**src/rtl/spi_tg_pkg.sv**
```systemverilog
package spi_tg_pkg;

   typedef enum logic [2:0] {
      ST_IDLE  = 3'd0,
      ST_LEAD  = 3'd1,
      ST_LOW   = 3'd2,
      ST_HIGH  = 3'd3,
      ST_TRAIL = 3'd4
   } tg_state_e;

   // lead time in system clocks for a 2-bit code
   function automatic logic [3:0] lead_clocks(input logic [1:0] code);
      case (code)
         2'd0:    return 4'd0;
         2'd1:    return 4'd2;
         2'd2:    return 4'd4;
         default: return 4'd8;
      endcase
   endfunction

   // trailing idle time in system clocks for a 2-bit code
   function automatic logic [3:0] trail_clocks(input logic [1:0] code);
      case (code)
         2'd0:    return 4'd1;
         2'd1:    return 4'd3;
         2'd2:    return 4'd5;
         default: return 4'd9;
      endcase
   endfunction

endpackage

```
**src/rtl/spi_tg_timer.sv**
```systemverilog
module spi_tg_timer #(
   parameter int W = 4
) (
   input  logic         clk,
   input  logic         rst_n,
   input  logic         load_i,
   input  logic [W-1:0] val_i,
   output logic         zero_o
);

   logic [W-1:0] cnt_q;

   always_ff @(posedge clk or negedge rst_n) begin
      if (!rst_n)
         cnt_q <= '0;
      else if (load_i)
         cnt_q <= val_i;
      else if (cnt_q != '0)
         cnt_q <= cnt_q - 1'b1;
   end

   assign zero_o = (cnt_q == '0);

endmodule

```
**src/rtl/spi_tg_seq.sv**
```systemverilog
module spi_tg_seq
   import spi_tg_pkg::*;
#(
   parameter int CNT_W = 4
) (
   input  logic             clk,
   input  logic             rst_n,
   input  logic             start_i,
   input  logic             last_bit_i,
   input  logic             idle_hi_i,
   input  logic             lead_skip_i,
   input  logic [CNT_W-1:0] lead_ld_i,
   input  logic [CNT_W-1:0] lo_ld_i,
   input  logic [CNT_W-1:0] hi_ld_i,
   input  logic [CNT_W-1:0] trail_ld_i,
   output logic             sel_act_o,
   output logic             sclk_o,
   output logic             launch_o,
   output logic             rise_o,
   output logic             fall_o
);

   tg_state_e        st_q, st_nx;
   logic             first_q, last_q, fall_q;
   logic             ld;
   logic [CNT_W-1:0] ld_val;
   logic             zero;
   logic             take;
   logic             in_run;

   spi_tg_timer #(.W(CNT_W)) u_timer (
      .clk    (clk),
      .rst_n  (rst_n),
      .load_i (ld),
      .val_i  (ld_val),
      .zero_o (zero)
   );

   assign take   = start_i && ((st_q == ST_IDLE) || ((st_q == ST_TRAIL) && zero));
   assign in_run = (st_q == ST_LOW) || (st_q == ST_HIGH);

   always_comb begin
      st_nx  = st_q;
      ld     = 1'b0;
      ld_val = '0;
      if (take) begin
         ld = 1'b1;
         if (lead_skip_i) begin
            st_nx  = ST_LOW;
            ld_val = lo_ld_i;
         end else begin
            st_nx  = ST_LEAD;
            ld_val = lead_ld_i;
         end
      end else begin
         case (st_q)
            ST_LEAD: if (zero) begin
               st_nx  = ST_LOW;
               ld     = 1'b1;
               ld_val = lo_ld_i;
            end
            ST_LOW: if (zero) begin
               st_nx  = ST_HIGH;
               ld     = 1'b1;
               ld_val = hi_ld_i;
            end
            ST_HIGH: if (zero) begin
               ld = 1'b1;
               if (last_q || last_bit_i) begin
                  st_nx  = ST_TRAIL;
                  ld_val = trail_ld_i;
               end else begin
                  st_nx  = ST_LOW;
                  ld_val = lo_ld_i;
               end
            end
            ST_TRAIL: if (zero) st_nx = ST_IDLE;
            default: st_nx = st_q;
         endcase
      end
   end

   always_ff @(posedge clk or negedge rst_n) begin
      if (!rst_n) begin
         st_q    <= ST_IDLE;
         first_q <= 1'b0;
         last_q  <= 1'b0;
         fall_q  <= 1'b0;
      end else begin
         st_q    <= st_nx;
         first_q <= ld;
         fall_q  <= (st_q == ST_HIGH) && zero;
         if (take)
            last_q <= 1'b0;
         else if (in_run && last_bit_i)
            last_q <= 1'b1;
      end
   end

   assign sel_act_o = (st_q == ST_LEAD) || in_run;
   assign sclk_o    = idle_hi_i ? (st_q != ST_LOW) : (st_q == ST_HIGH);
   assign launch_o  = (st_q == ST_LOW) && first_q;
   assign rise_o    = (st_q == ST_HIGH) && first_q;
   assign fall_o    = fall_q;

   // a trailing period that is not finished always continues
   p_trail_holds_r10: assert property (@(posedge clk) disable iff (!rst_n)
      (st_q == ST_TRAIL && !zero) |=> (st_q == ST_TRAIL));

   // select only drops right after a high phase
   p_sel_drop_r8: assert property (@(posedge clk) disable iff (!rst_n)
      $fell(sel_act_o) |-> ($past(st_q) == ST_HIGH));

   // the lead state is never visited when the lead code means zero cycles
   p_lead_nonzero_r5: assert property (@(posedge clk) disable iff (!rst_n)
      (st_q == ST_LEAD) |-> !lead_skip_i);

endmodule

```
**src/rtl/spi_tg_sample.sv**
```systemverilog
module spi_tg_sample #(
   parameter int FB_LAT = 1
) (
   input  logic clk,
   input  logic rst_n,
   input  logic rise_i,
   input  logic fall_i,
   input  logic sclk_i,
   input  logic fb_en_i,
   input  logic fb_inv_i,
   output logic sample_o
);

   logic evt;
   logic dly_out;

   assign evt = fb_inv_i ? fall_i : rise_i;

   generate
      if (FB_LAT == 1) begin : g_single
         logic dly_q;
         always_ff @(posedge clk or negedge rst_n) begin
            if (!rst_n) dly_q <= 1'b0;
            else        dly_q <= evt;
         end
         assign dly_out = dly_q;
      end else begin : g_chain
         logic [FB_LAT-1:0] dly_q;
         always_ff @(posedge clk or negedge rst_n) begin
            if (!rst_n) dly_q <= '0;
            else        dly_q <= {dly_q[FB_LAT-2:0], evt};
         end
         assign dly_out = dly_q[FB_LAT-1];
      end
   endgenerate

   assign sample_o = fb_en_i ? dly_out : rise_i;

   // without feedback, sampling lines up with a rising serial clock
   p_sample_rise_r6: assert property (@(posedge clk) disable iff (!rst_n)
      (!fb_en_i && sample_o) |-> (sclk_i && !$past(sclk_i)));

endmodule

```
**src/rtl/spi_clk_sel_gen.sv**
```systemverilog
module spi_clk_sel_gen
   import spi_tg_pkg::*;
#(
   parameter int PHASE_W = 4,
   parameter int FB_LAT  = 1
) (
   input  logic               clk,
   input  logic               rst_n,
   input  logic               start_i,
   input  logic               last_bit_i,
   input  logic [1:0]         cfg_mode_i,
   input  logic               cfg_sel_pol_i,
   input  logic [PHASE_W-1:0] cfg_lo_len_i,
   input  logic [PHASE_W-1:0] cfg_hi_len_i,
   input  logic [1:0]         cfg_lead_code_i,
   input  logic [1:0]         cfg_trail_code_i,
   input  logic               cfg_fb_en_i,
   input  logic               cfg_fb_inv_i,
   output logic               sclk_o,
   output logic               sel_o,
   output logic               launch_stb_o,
   output logic               sample_stb_o
);

   localparam int CNT_W = (PHASE_W > 4) ? PHASE_W : 4;

   generate
      if (PHASE_W < 2 || PHASE_W > 8) begin : g_bad_phase_w
         $error("spi_clk_sel_gen: PHASE_W must lie in 2..8");
      end
      if (FB_LAT < 1 || FB_LAT > 8) begin : g_bad_fb_lat
         $error("spi_clk_sel_gen: FB_LAT must lie in 1..8");
      end
   endgenerate

   logic               idle_hi;
   logic [PHASE_W-1:0] lo_m1, hi_m1;
   logic [3:0]         lead_n, trail_n;
   logic [CNT_W-1:0]   lo_ld, hi_ld, lead_ld, trail_ld;
   logic               sel_act, rise, fall;

   assign idle_hi  = (cfg_mode_i == 2'd3);
   // a length of zero wraps to all ones: 2^PHASE_W cycles
   assign lo_m1    = cfg_lo_len_i - 1'b1;
   assign hi_m1    = cfg_hi_len_i - 1'b1;
   assign lo_ld    = CNT_W'(lo_m1);
   assign hi_ld    = CNT_W'(hi_m1);
   assign lead_n   = lead_clocks(cfg_lead_code_i);
   assign trail_n  = trail_clocks(cfg_trail_code_i);
   assign lead_ld  = CNT_W'(lead_n - 4'd1);
   assign trail_ld = CNT_W'(trail_n - 4'd1);

   spi_tg_seq #(.CNT_W(CNT_W)) u_seq (
      .clk         (clk),
      .rst_n       (rst_n),
      .start_i     (start_i),
      .last_bit_i  (last_bit_i),
      .idle_hi_i   (idle_hi),
      .lead_skip_i (lead_n == 4'd0),
      .lead_ld_i   (lead_ld),
      .lo_ld_i     (lo_ld),
      .hi_ld_i     (hi_ld),
      .trail_ld_i  (trail_ld),
      .sel_act_o   (sel_act),
      .sclk_o      (sclk_o),
      .launch_o    (launch_stb_o),
      .rise_o      (rise),
      .fall_o      (fall)
   );

   spi_tg_sample #(.FB_LAT(FB_LAT)) u_sample (
      .clk      (clk),
      .rst_n    (rst_n),
      .rise_i   (rise),
      .fall_i   (fall),
      .sclk_i   (sclk_o),
      .fb_en_i  (cfg_fb_en_i),
      .fb_inv_i (cfg_fb_inv_i),
      .sample_o (sample_stb_o)
   );

   assign sel_o = sel_act ^ cfg_sel_pol_i;

   // a launch strobe only appears with select asserted and the clock low
   p_launch_low_r6: assert property (@(posedge clk) disable iff (!rst_n)
      launch_stb_o |-> (!sclk_o && sel_act));

   // with no transfer running the clock sits at the mode's idle level
   p_idle_level_r3: assert property (@(posedge clk) disable iff (!rst_n)
      (!sel_act && !$past(sel_act)) |-> (sclk_o == idle_hi));

endmodule

```
**config.mk**
```make
export PLATFORM = sky130hd
export DESIGN_NAME = spi_clk_sel_gen
export DESIGN_NICKNAME = d
export VERILOG_FILES = /design/src/rtl/spi_tg_pkg.sv /design/src/rtl/spi_tg_timer.sv /design/src/rtl/spi_tg_seq.sv /design/src/rtl/spi_tg_sample.sv /design/src/rtl/spi_clk_sel_gen.sv
export SDC_FILE = /design/constraint.sdc
export NUM_CORES = 1
export LEC_CHECK = 0
export BUFFER_PORTS_ARGS = -buffer_cell sky130_fd_sc_hd__clkbuf_2
export CORE_UTILIZATION = 50
export CTS_BUF_LIST = sky130_fd_sc_hd__clkbuf_8
export CTS_CLUSTER_SIZE = 25
export DETAILED_ROUTE_END_ITERATION = 8
export PLACE_DENSITY = 0.76
export SYNTH_ARGS = -nofsm -noshare
export SYNTH_HDL_FRONTEND = slang
export SYNTH_SLANG_ARGS = --single-unit
export TNS_END_PERCENT = 50
```
**constraint.sdc**
```tcl
create_clock -name clk -period 2.6 [get_ports clk]
set_input_delay 0.52 -clock clk [delete_from_list [all_inputs] [get_ports clk]]
set_output_delay 0.52 -clock clk [all_outputs]
set_load 0.02 [all_outputs]
```
==> run metrics, run 1 <==
status complete, no violations; Worst-Skew Late Latency approximately 0.24 ns; Worst Path Arrival between 1.5 and 2 ns; EDFF count, synth 0; Hold WC Path Type input pin to async pin; Ports 25; final WL approximately 2200 um; DR WL met2 around 1100 um; LEAKAGE approximately 0.00054 uW; CTS H-tree lvls 1; remaining antenna violation count 0; worst-path fanout max 13; Synth Flop Type dfrtp_1; CP startpoint kind flip-flop; GRT Util Overall between 20% and 30%; core box area 0.00176 mm^2; top cells by count, synth 11 x dfrtp_1, 10 x inv_1, 10 x nand2_1, 9 x o21ai_1, 8 x nor2_1; max-cap viol count 0; clock slew at reported path FFs ~0.05 ns; vias in the first global route 790; Synth Area in Compound Gates 24.7%; Netlist cell types 36; met3 routed WL approximately 73 um; PortBufs 24; worst clock skew 0.00166 ns; Setup CP Type flip-flop to output port; area share of xor/xnor cells in the synthesized design ~5.5%; Worst path top cell family by delay simple AND/OR/NAND/NOR gates; setup TNS 0 ns; VDD IR max about 340 uV; WL per Instance 13.1 um; largest net degree at the start of global routing 16; Hold-fix buffers, CTS 0; full die area 0.00209 mm^2; post-CTS resize count 0; Power Dens Cells between 600 and 700 mW/mm^2; 1st-pass router iterations 4; CP Capture Type output port; Seq/Total Area, Yosys between 20% and 30%; top-count cell post-synth dfrtp_1; Final HPWL DP 1760 um; die height roughly 46 um; Worst-Margin Slew about 0.59 ns; Area growth syn-to-layout 18.3%; TritonCTS buffer count 3; Chip Width approximately 46 um; # fillers between 150 and 200; row cnt 15; RSZ-0062 raised after global routing no; Synth area leaders dfrtp_1 29%, ha_1 7.8%, o21ai_1 4.7%; FF+latch area around 280 um^2; Synth Warn # 0; syn_area_per_cell approximately 8.1 um^2; largest family of logic cells by synthesized area compound AO/OA/AOI/OAI gates; Final Max Tran Viols 0; TritonCTS clock tree done; asr flop ratio synth between 90% and 100%; simple-gate share of the synthesized area between 20 and 25%; Synth Register Bits 11; nets about 170; maximum clock frequency between 400 and 500 MHz; Vias/cell approximately 5.6; crit path cell chain and2b_1 > nor2b_1 > and2_1 > clkbuf_2; initial core utilization 54.3%; post-synthesis adder-cell area fraction around 7.8%; slowest cell delay on critical path around 0.51 ns; top layer in use met4; Synth area leader dfrtp_1; minimum clock period ~2.2 ns; Syn Inst Count 118; initial DRC count 19; final setup fails 0; Root Buffer clkbuf_8; Final Hold Fails 0; GPL Wtd Cong about 0.90; multi-input combinational cell area 623 um^2; total grt overflow 0; Post-route DRC 0; layout cell share with drive strength beyond 1 between 20% and 30%; Sink Count 11; syn nets 145; worst hold slack 0.150 ns; WL met1 971 um; Crit-path slowest cell dfrtp_1; CP required roughly 2.1 ns; first-pass GRT wire length 3460 um; WP buf/inv 1; synthesized area about 960 um^2; period utilization roughly 84%; mux share of post-synthesis cell area between 4 and 5%; Antenna Cells 0; Yosys top cell area share 28.8%; Slew HR 60.3%; initial antenna violation count 0; Max clock buf depth 2; post-CTS setup buffers 0; Vias a little over 900
## logic make-up (layout without fill, tap and decap cells)
kind of cell,after synthesis,count (layout)
flops,11,11
buf+inv,15,38
mux,4,4
compound gates,36,36
xor+xnor,6,6
simple gates,40,40
fa+ha+maj,6,6
## power breakdown
| group | internal (uW) | leakage, uW | switching (uW) |
|---|---|---|---|
| registers | 206 | 0.000135 | 26.9 |
| logic | 143 | 0.000374 | 157 |
| clock network | 104 | 0.0000269 | 64.8 |
## flip-flops by register name (all words and copies together) (netlist names)
name and cells:
u_seq.last_q 1, u_seq.first_q 1, u_seq.u_timer.cnt_q 4, u_seq.st_q 3
u_sample.dly_out 1, u_seq.fall_o 1
## final timing paths
path / start / endpoint / slack [ns] / cells after the start
min in group clk: u_seq.fall_o / u_sample.dly_out / 0.45 / 2
max reg2reg: u_seq.u_timer.cnt_q[0] / u_seq.u_timer.cnt_q[3] / 0.74 / 6
min: rst_n / u_seq.st_q[0] / 0.15 / 1
max in group asynchronous: rst_n / u_seq.first_q / 2.23 / 1
max: u_seq.st_q[2] / launch_stb_o / 0.42 / 4
min reg2reg: u_seq.fall_o / u_sample.dly_out / 0.45 / 2
## per-layer routing
metal,global-route usage [%],vias to the layer above
li1,-,466
met3,7.14,2
met5,0,-
met2,39.4,22
met4,7.06,0
met1,28.9,445
## worst reg2reg max path, delay by kind of cell, from the launching register on
| kind | cells | cell delay (ns) |
|---|---|---|
| flip-flops | 1 | 0.40 |
| buffers and inverters | 1 | 0.09 |
| adder cells (fa/ha/maj) | 1 | 0.17 |
| AND/OR/NAND/NOR | 1 | 0.46 |
| AO/OA/AOI/OAI | 3 | 0.60 |
## stage by stage
stage | cells | cell area [um^2] | setup slack, ns | power (uW) | utilization (%)
2_1_floorplan | 118 | 957 | 0.900 | 461 | -
6_report | 166 | 1130 | 0.420 | 701 | 64.2
4_1_cts | 166 | 1130 | 0.435 | 705 | 64.2
3_5_place_dp | 162 | 1090 | 0.697 | 534 | 61.6
5_1_grt | 166 | 1130 | 0.313 | 754 | 64.2
3_3_place_gp | 162 | 1090 | 0.740 | 524 | 61.6
## final cells by class
class,instances,share of cell area (%)
clock inverter,1,0.331
sequential,11,24.3
timing repair buffer,24,10.6
clock buffer,3,3.65
inverter,10,3.31
tap,25,2.76
multi-input combinational,92,55.0
## layout by cell type (no fill, tap or decap), types with 2 or more instances in the layout
cell and n:
a21o_1 3, nand2_1 10, xnor2_1 5, or3b_4 2, clkbuf_2 24, nor3b_1 3
o22ai_1 3, a21oi_1 3, dfrtp_1 11, ha_1 6, a31oi_1 5, inv_1 11
nor2b_1 2, clkbuf_8 3, nor2_1 8, o211ai_1 2, nand3_1 2, nand2b_1 5
nor3_1 4, mux2i_1 4, o21ai_0 2, o21ai_1 9
No activity file was read; power rests on OpenSTA's default activity.
==> run 2, diff against run 1 <==
Settings changed: ABC_AREA set to 1, CORE_UTILIZATION 50 to 49, PLACE_DENSITY 0.76 to 0.77.
Clock period 2.6 ns to 1.7 ns, I/O delays scaled along.
==> run 2 against run 1 <==
  * Clock-buffer cell count did not move
  * Setup slack worse by 0.39 ns
  * Critical path depth up 2
  * Via count rose by 23%
  * Wire length rose by 21%
  * Die area is 8.2% higher
  * Global-route usage rose by 0.45 points
  * Critical path type unchanged
  * Highest routed layer unchanged
==> run metrics, run 2 <==
period utilization 97.9%; row cnt 16; Synth area leader dfrtp_1; vias in the first global route roughly 950; Setup WS pre-CTS ~0.13 ns; largest net degree at the start of global routing 12; Post-route DRC 0; Worst-Margin Slew roughly 0.31 ns; Netlist cell types 22; Synth Flop Type dfrtp_1; TritonCTS clock tree done; top-count cell post-synth nand2_1; top cells by count, synth 45 x nand2_1, 30 x inv_1, 17 x nor2_1, 14 x nand3_1, 11 x dfrtp_1; PnR worst setup slack about 0.035 ns; Antenna Cells 0; largest reg by FF count u_seq.u_timer.cnt_q; full die area around 0.0023 mm^2; Switching Share between 20% and 30%; WL per Instance between 10 and 15 um; remaining antenna violation count 0; asr flop ratio synth 100%; GRT Util Overall 24.0%; worst clock skew roughly 0.0088 ns; minimum clock period 1.66 ns; Vias between 1000 and 1500; Slew HR 79.6%; Regs by FF count u_seq.u_timer.cnt_q (4), u_seq.st_q (3); Chip Width between 40 and 50 um; Comb pwr share 13.3%; RSZ-0062 raised after global routing yes; Seq pwr share about 43%; layout cell share with drive strength beyond 1 a little over a quarter; Sink Count 11; TritonCTS buffer count 3; maximum clock frequency about 600 MHz; initial antenna violation count 0; PortBufs 24; Vias/cell a little over 5; Power Dens Cells 474 mW/mm^2; Syn Inst Count 163; Ports 25; switching power roughly 160 uW; Final Hold Fails 0; EDFF count, synth 0; initial core utilization 51.9%; status complete, no violations; setup TNS 0 ns; CP required roughly 1.4 ns; CP startpoint kind flip-flop; CTS H-tree lvls 1; total grt overflow 0; max-cap viol count 0; Max clock buf depth 2; Hold WC Path Type input pin to flip-flop; Final HPWL DP just over 2000 um; worst hold slack ~0.32 ns; first-pass GRT wire length 3810 um; Yosys top cell area share approximately 27%; multi-input combinational cell area about 640 um^2; clock slew at reported path FFs ~0.050 ns; core box area a little under 0.002 mm^2; Setup CP Type flip-flop to output port; syn nets 190; Final Max Tran Viols 0; Seq/Total Area, Yosys a little over a quarter; LEAKAGE slightly below 0.0008 uW; Root Buffer clkbuf_8; Worst Path Arrival ~1.3 ns; synthesized area a little over 0.001 mm^2; Synth area leaders dfrtp_1 27%, nand2_1 17%, inv_1 11%; nets ~230; Largest register FFs 4; final WL ~2600 um; initial DRC count 30; die height 47.6 um; Synth Register Bits 11; FF+latch area 278 um^2; most frequent cells in the layout 44 x nand2_1, 29 x inv_1, 22 x clkbuf_2; final setup fails 0; 1st-pass router iterations 5; most common cell after layout, fill and taps aside nand2_1; clock network power share between 40 and 50%; Int Power about 460 uW; CP Capture Type output port; Synth Warn # 0; VDD IR max around 520 uV; worst-path fanout max 5; Worst-Skew Late Latency approximately 0.25 ns; GPL Wtd Cong between 0.9 and 1; # fillers just under 200; syn_area_per_cell roughly 6.2 um^2; Area growth syn-to-layout 27.4%; Power Total 615 uW
==> run 2: cell count changes after synthesis, moves of 7 or more <==
cell,before,now
inv_1,10,30
nand2_1,10,45
nand3_1,2,14
nor2_1,8,17
o21ai_1,9,2
==> run 2: logic make-up after synthesis <==
kind of cell | share of synthesized area (%)
AND/OR/NAND/NOR | 40.5
buffers and inverters | 12.3
flip-flops | 27.0
AO/OA/AOI/OAI | 9.34
adder cells (fa/ha/maj) | 7.37
XOR/XNOR | 3.44
==> run 2: timing repair <==
| action | in CTS | in global routing |
|---|---|---|
| hold buffers | 1 | 0 |
| gates resized for setup | 7 | 6 |
| setup buffers | 1 | 1 |
| setup endpoints to repair | 3 | 5 |
| hold endpoints to repair | 11 | 0 |
==> run 2: worst paths after layout <==
check / from / end / slack, ns / cells after the start
setup / recovery: u_seq.st_q[2] / sample_stb_o / 0.04 / 6
hold reg to reg: u_seq.fall_o / u_sample.dly_out / 0.48 / 2
setup reg to reg: u_seq.u_timer.cnt_q[0] / u_seq.st_q[1] / 0.10 / 10
max in group asynchronous: rst_n / u_seq.st_q[1] / 0.93 / 2
min in group asynchronous: rst_n / u_seq.u_timer.cnt_q[2] / 0.51 / 2
hold / removal: cfg_fb_inv_i / u_sample.dly_out / 0.32 / 2
==> run 2: per-stage QoR <==
| step | util, % | std cells | area (um^2) |
|---|---|---|---|
| detailed placement | 61.2 | 217 | 1200 |
| floorplan | - | 163 | 1020 |
| finish | 66.1 | 224 | 1300 |
| global route | 66.1 | 224 | 1300 |
| CTS | 65.1 | 223 | 1280 |
| global placement | 61.2 | 217 | 1200 |
==> run 2: area by class of cell <==
class	instances	share of cell area [%]
timing repair buffer	30	13.3
sequential	11	21.4
tap	27	2.60
clock inverter	1	0.289
clock buffer	3	3.18
multi-input combinational	119	49.6
inverter	33	9.64
==> run 2: metal layers <==
metal | vias up | wire (um) | part of all wire, % | GRT usage [%]
met5 | - | 0 | 0 | 0
met4 | 0 | 48 | 1.8 | 7.22
met3 | 10 | 158 | 6.0 | 3.77
met2 | 39 | 1310 | 50 | 41.6
met1 | 516 | 1100 | 42 | 30.6
li1 | 581 | - | - | -
==> run 2: critical path: stages, from the launching register on <==
cell and delay (ns):
dfrtp_1 0.39, inv_2 0.08, nand2_4 0.07, nor2_2 0.12
inv_2 0.07, o31ai_2 0.17, buf_4 0.17
==> run 2: power by group through the flow <==
stage	Clock [uW]	Combinational [uW]	Sequential, uW
final	271	82.1	262
after global routing	283	92.8	262
after CTS	267	81.8	262
after detailed placement	0	79.2	267
after global placement	0	76.2	267
after floorplan	0	36.8	267
==> run 3, diff against run 2 <==
==> constraint.sdc (replaced) <==
create_clock -name clk -period 1.7 [get_ports clk]
set_input_delay 0.34 -clock clk [delete_from_list [all_inputs] [get_ports clk]]
set_output_delay 0.34 -clock clk [all_outputs]
set_load 0.1 [all_outputs]
==> run 3 against run 2 <==
  * The run now ends with setup timing left
  * Critical path depth unchanged
  * Combinational power increased by 36%
  * Clock skew down 0.0058 ns
  * Sequential share of layout area down 2.2 points
  * Critical path type unchanged
  * Critical endpoint unchanged
==> run metrics, run 3 (synthesized netlist as in run 2, its figures left out) <==
status finished with violations; violated checks setup timing; Int Power between 400 and 500 uW; GPL Wtd Cong between 0.9 and 1; Chip Width around 48 um; nets between 200 and 250; max-cap viol count 0; Worst-Margin Slew 0.328 ns; initial antenna violation count 0; Final Max Tran Viols 0; Max clock buf depth 2; Comb pwr share 17.6%; Critical Path Start u_seq.st_q[2]; LEAKAGE roughly 0.00083 uW; Antenna Cells 0; Final Hold Fails 0; remaining antenna violation count 0; TritonCTS clock tree done; worst hold slack 0.288 ns; Final HPWL DP between 2000 and 2500 um; final setup fails 2; R2R Setup Slk about 0.16 ns; most common cell after layout, fill and taps aside nand2_1; CP required ~1.4 ns; PortBufs 24; Ports 25; Vias about 1200; PnR worst setup slack -0.0377 ns; most frequent cells in the layout 44 x nand2_1, 28 x inv_1, 20 x clkbuf_2; Regs by FF count u_seq.u_timer.cnt_q (4), u_seq.st_q (3); layout cell share with drive strength beyond 1 a little over 30%; Vias/cell between 5 and 6; Largest register FFs 4; Crit-path slowest cell dfrtp_1; Sink Count 11; VDD IR max ~430 uV; final WL between 2000 and 3000 um; largest net degree at the start of global routing 12; core box area 0.00196 mm^2; first-pass GRT wire length between 4000 and 5000 um; RSZ-0062 raised after global routing yes; crit path cell chain inv_2 > nand2_4 > nor2_4 > inv_2 > o31ai_4 > buf_12; CP dominant cell by count inv_2; maximum clock frequency 575 MHz; reg2reg end u_seq.st_q[1]; slowest cell delay on critical path a little under 0.4 ns; worst-path fanout max 3; Slew HR between 70% and 80%; CP startpoint kind flip-flop; Power Dens Cells 441 mW/mm^2; Switching Share a little over a quarter; Hold WC Path Type input pin to flip-flop; initial core utilization 51.9%; GRT Util Overall 29.0%; Area growth syn-to-layout 41.9%; CTS H-tree lvls 1; clock network power share around two fifths; die height approximately 48 um; setup TNS -0.0469 ns; Worst-Skew Late Latency about 0.24 ns; period utilization 102%; r2r worst-path depth 10; total grt overflow 0; TritonCTS buffer count 3; WL per Instance roughly 12 um; Critical Path Sink sample_stb_o; Post-route DRC 0; largest reg by FF count u_seq.u_timer.cnt_q; clock slew at reported path FFs 0.05 ns; initial DRC count 61; row cnt 16; Setup CP Type flip-flop to output port; Worst Path Arrival 1.40 ns; Seq pwr share between 40% and 50%; worst clock skew between 0.002 and 0.003 ns; Root Buffer clkbuf_8; switching power ~170 uW; vias in the first global route between 1000 and 1500; RR Startpoint u_seq.u_timer.cnt_q[0]; CP Capture Type output port; minimum clock period between 1.5 and 2 ns; 1st-pass router iterations 4; full die area ~0.0023 mm^2
[run 3: changes by cell type in the layout (fill, tap and decap cells not counted), sizes merged]
cell and change:
clkbuf -2, buf +9
[run 3: critical path, delay by kind of cell, from the launching register on]
| family | cells | cell delay, ns |
|---|---|---|
| and+or+nand+nor | 2 | 0.18 |
| DFF | 1 | 0.39 |
| buffers and inverters | 3 | 0.36 |
| AOI/OAI and AO/OA | 1 | 0.22 |
[run 3: power groups by stage]
stage | sequential, uW | combinational, uW | clock (uW)
2_1_floorplan | 267 | 54.3 | 0
3_3_place_gp | 267 | 106 | 0
3_5_place_dp | 267 | 108 | 0
4_1_cts | 262 | 110 | 266
5_1_grt | 262 | 125 | 280
6_report | 262 | 112 | 263
[run 3: through the flow]
step | util (%) | power, uW | setup slack [ns] | cell area, um^2 | std cells
after global placement | 66.8 | 373 | 0.137 | 1310 | 219
final | 73.7 | 637 | -0.0377 | 1450 | 231
after CTS | 73.1 | 638 | -0.0209 | 1430 | 231
after floorplan | - | 321 | -0.276 | 1060 | 163
after global routing | 73.7 | 667 | -0.102 | 1450 | 231
after detailed placement | 66.8 | 374 | 0.0798 | 1310 | 219
[run 3: routing by layer]
layer	wire (um)	track usage, %	up-vias
li1	-	-	596
met1	1100	34.6	560
met2	1400	51.2	40
met3	155	6.79	6
met4	56	9.44	0
met5	0	0	-
[run 3: what timing repair did]
action	4_1_cts	5_1_grt
buffers inserted	7	0
cloned	0	0
hold buffers	1	0
gates resized for setup	4	5
pin swaps	2	2
endpoints found under the hold margin	11	0
endpoints found under the setup margin	3	6
[run 3: how the worst min path moves through the flow]
stage                            start                to  slack (ns)  depth (start not counted)
after detailed placement         rst_n      u_seq.fall_o        0.23                          1
after global routing      cfg_fb_inv_i  u_sample.dly_out        0.29                          2
final                     cfg_fb_inv_i  u_sample.dly_out        0.29                          2
after floorplan                  rst_n  u_sample.dly_out        0.04                          0
after global placement           rst_n  u_sample.dly_out        0.23                          1
after CTS                 cfg_fb_inv_i  u_sample.dly_out        0.29                          2
[run 3: cell type report]
cell class                 count  area, um^2
clock buffer                   3        41.3
clock inverter                 1        3.75
fill                         163         517
inverter                      33         125
multi-input combinational    119         683
sequential                    11         278
tap                           27        33.8
timing repair buffer          37         280
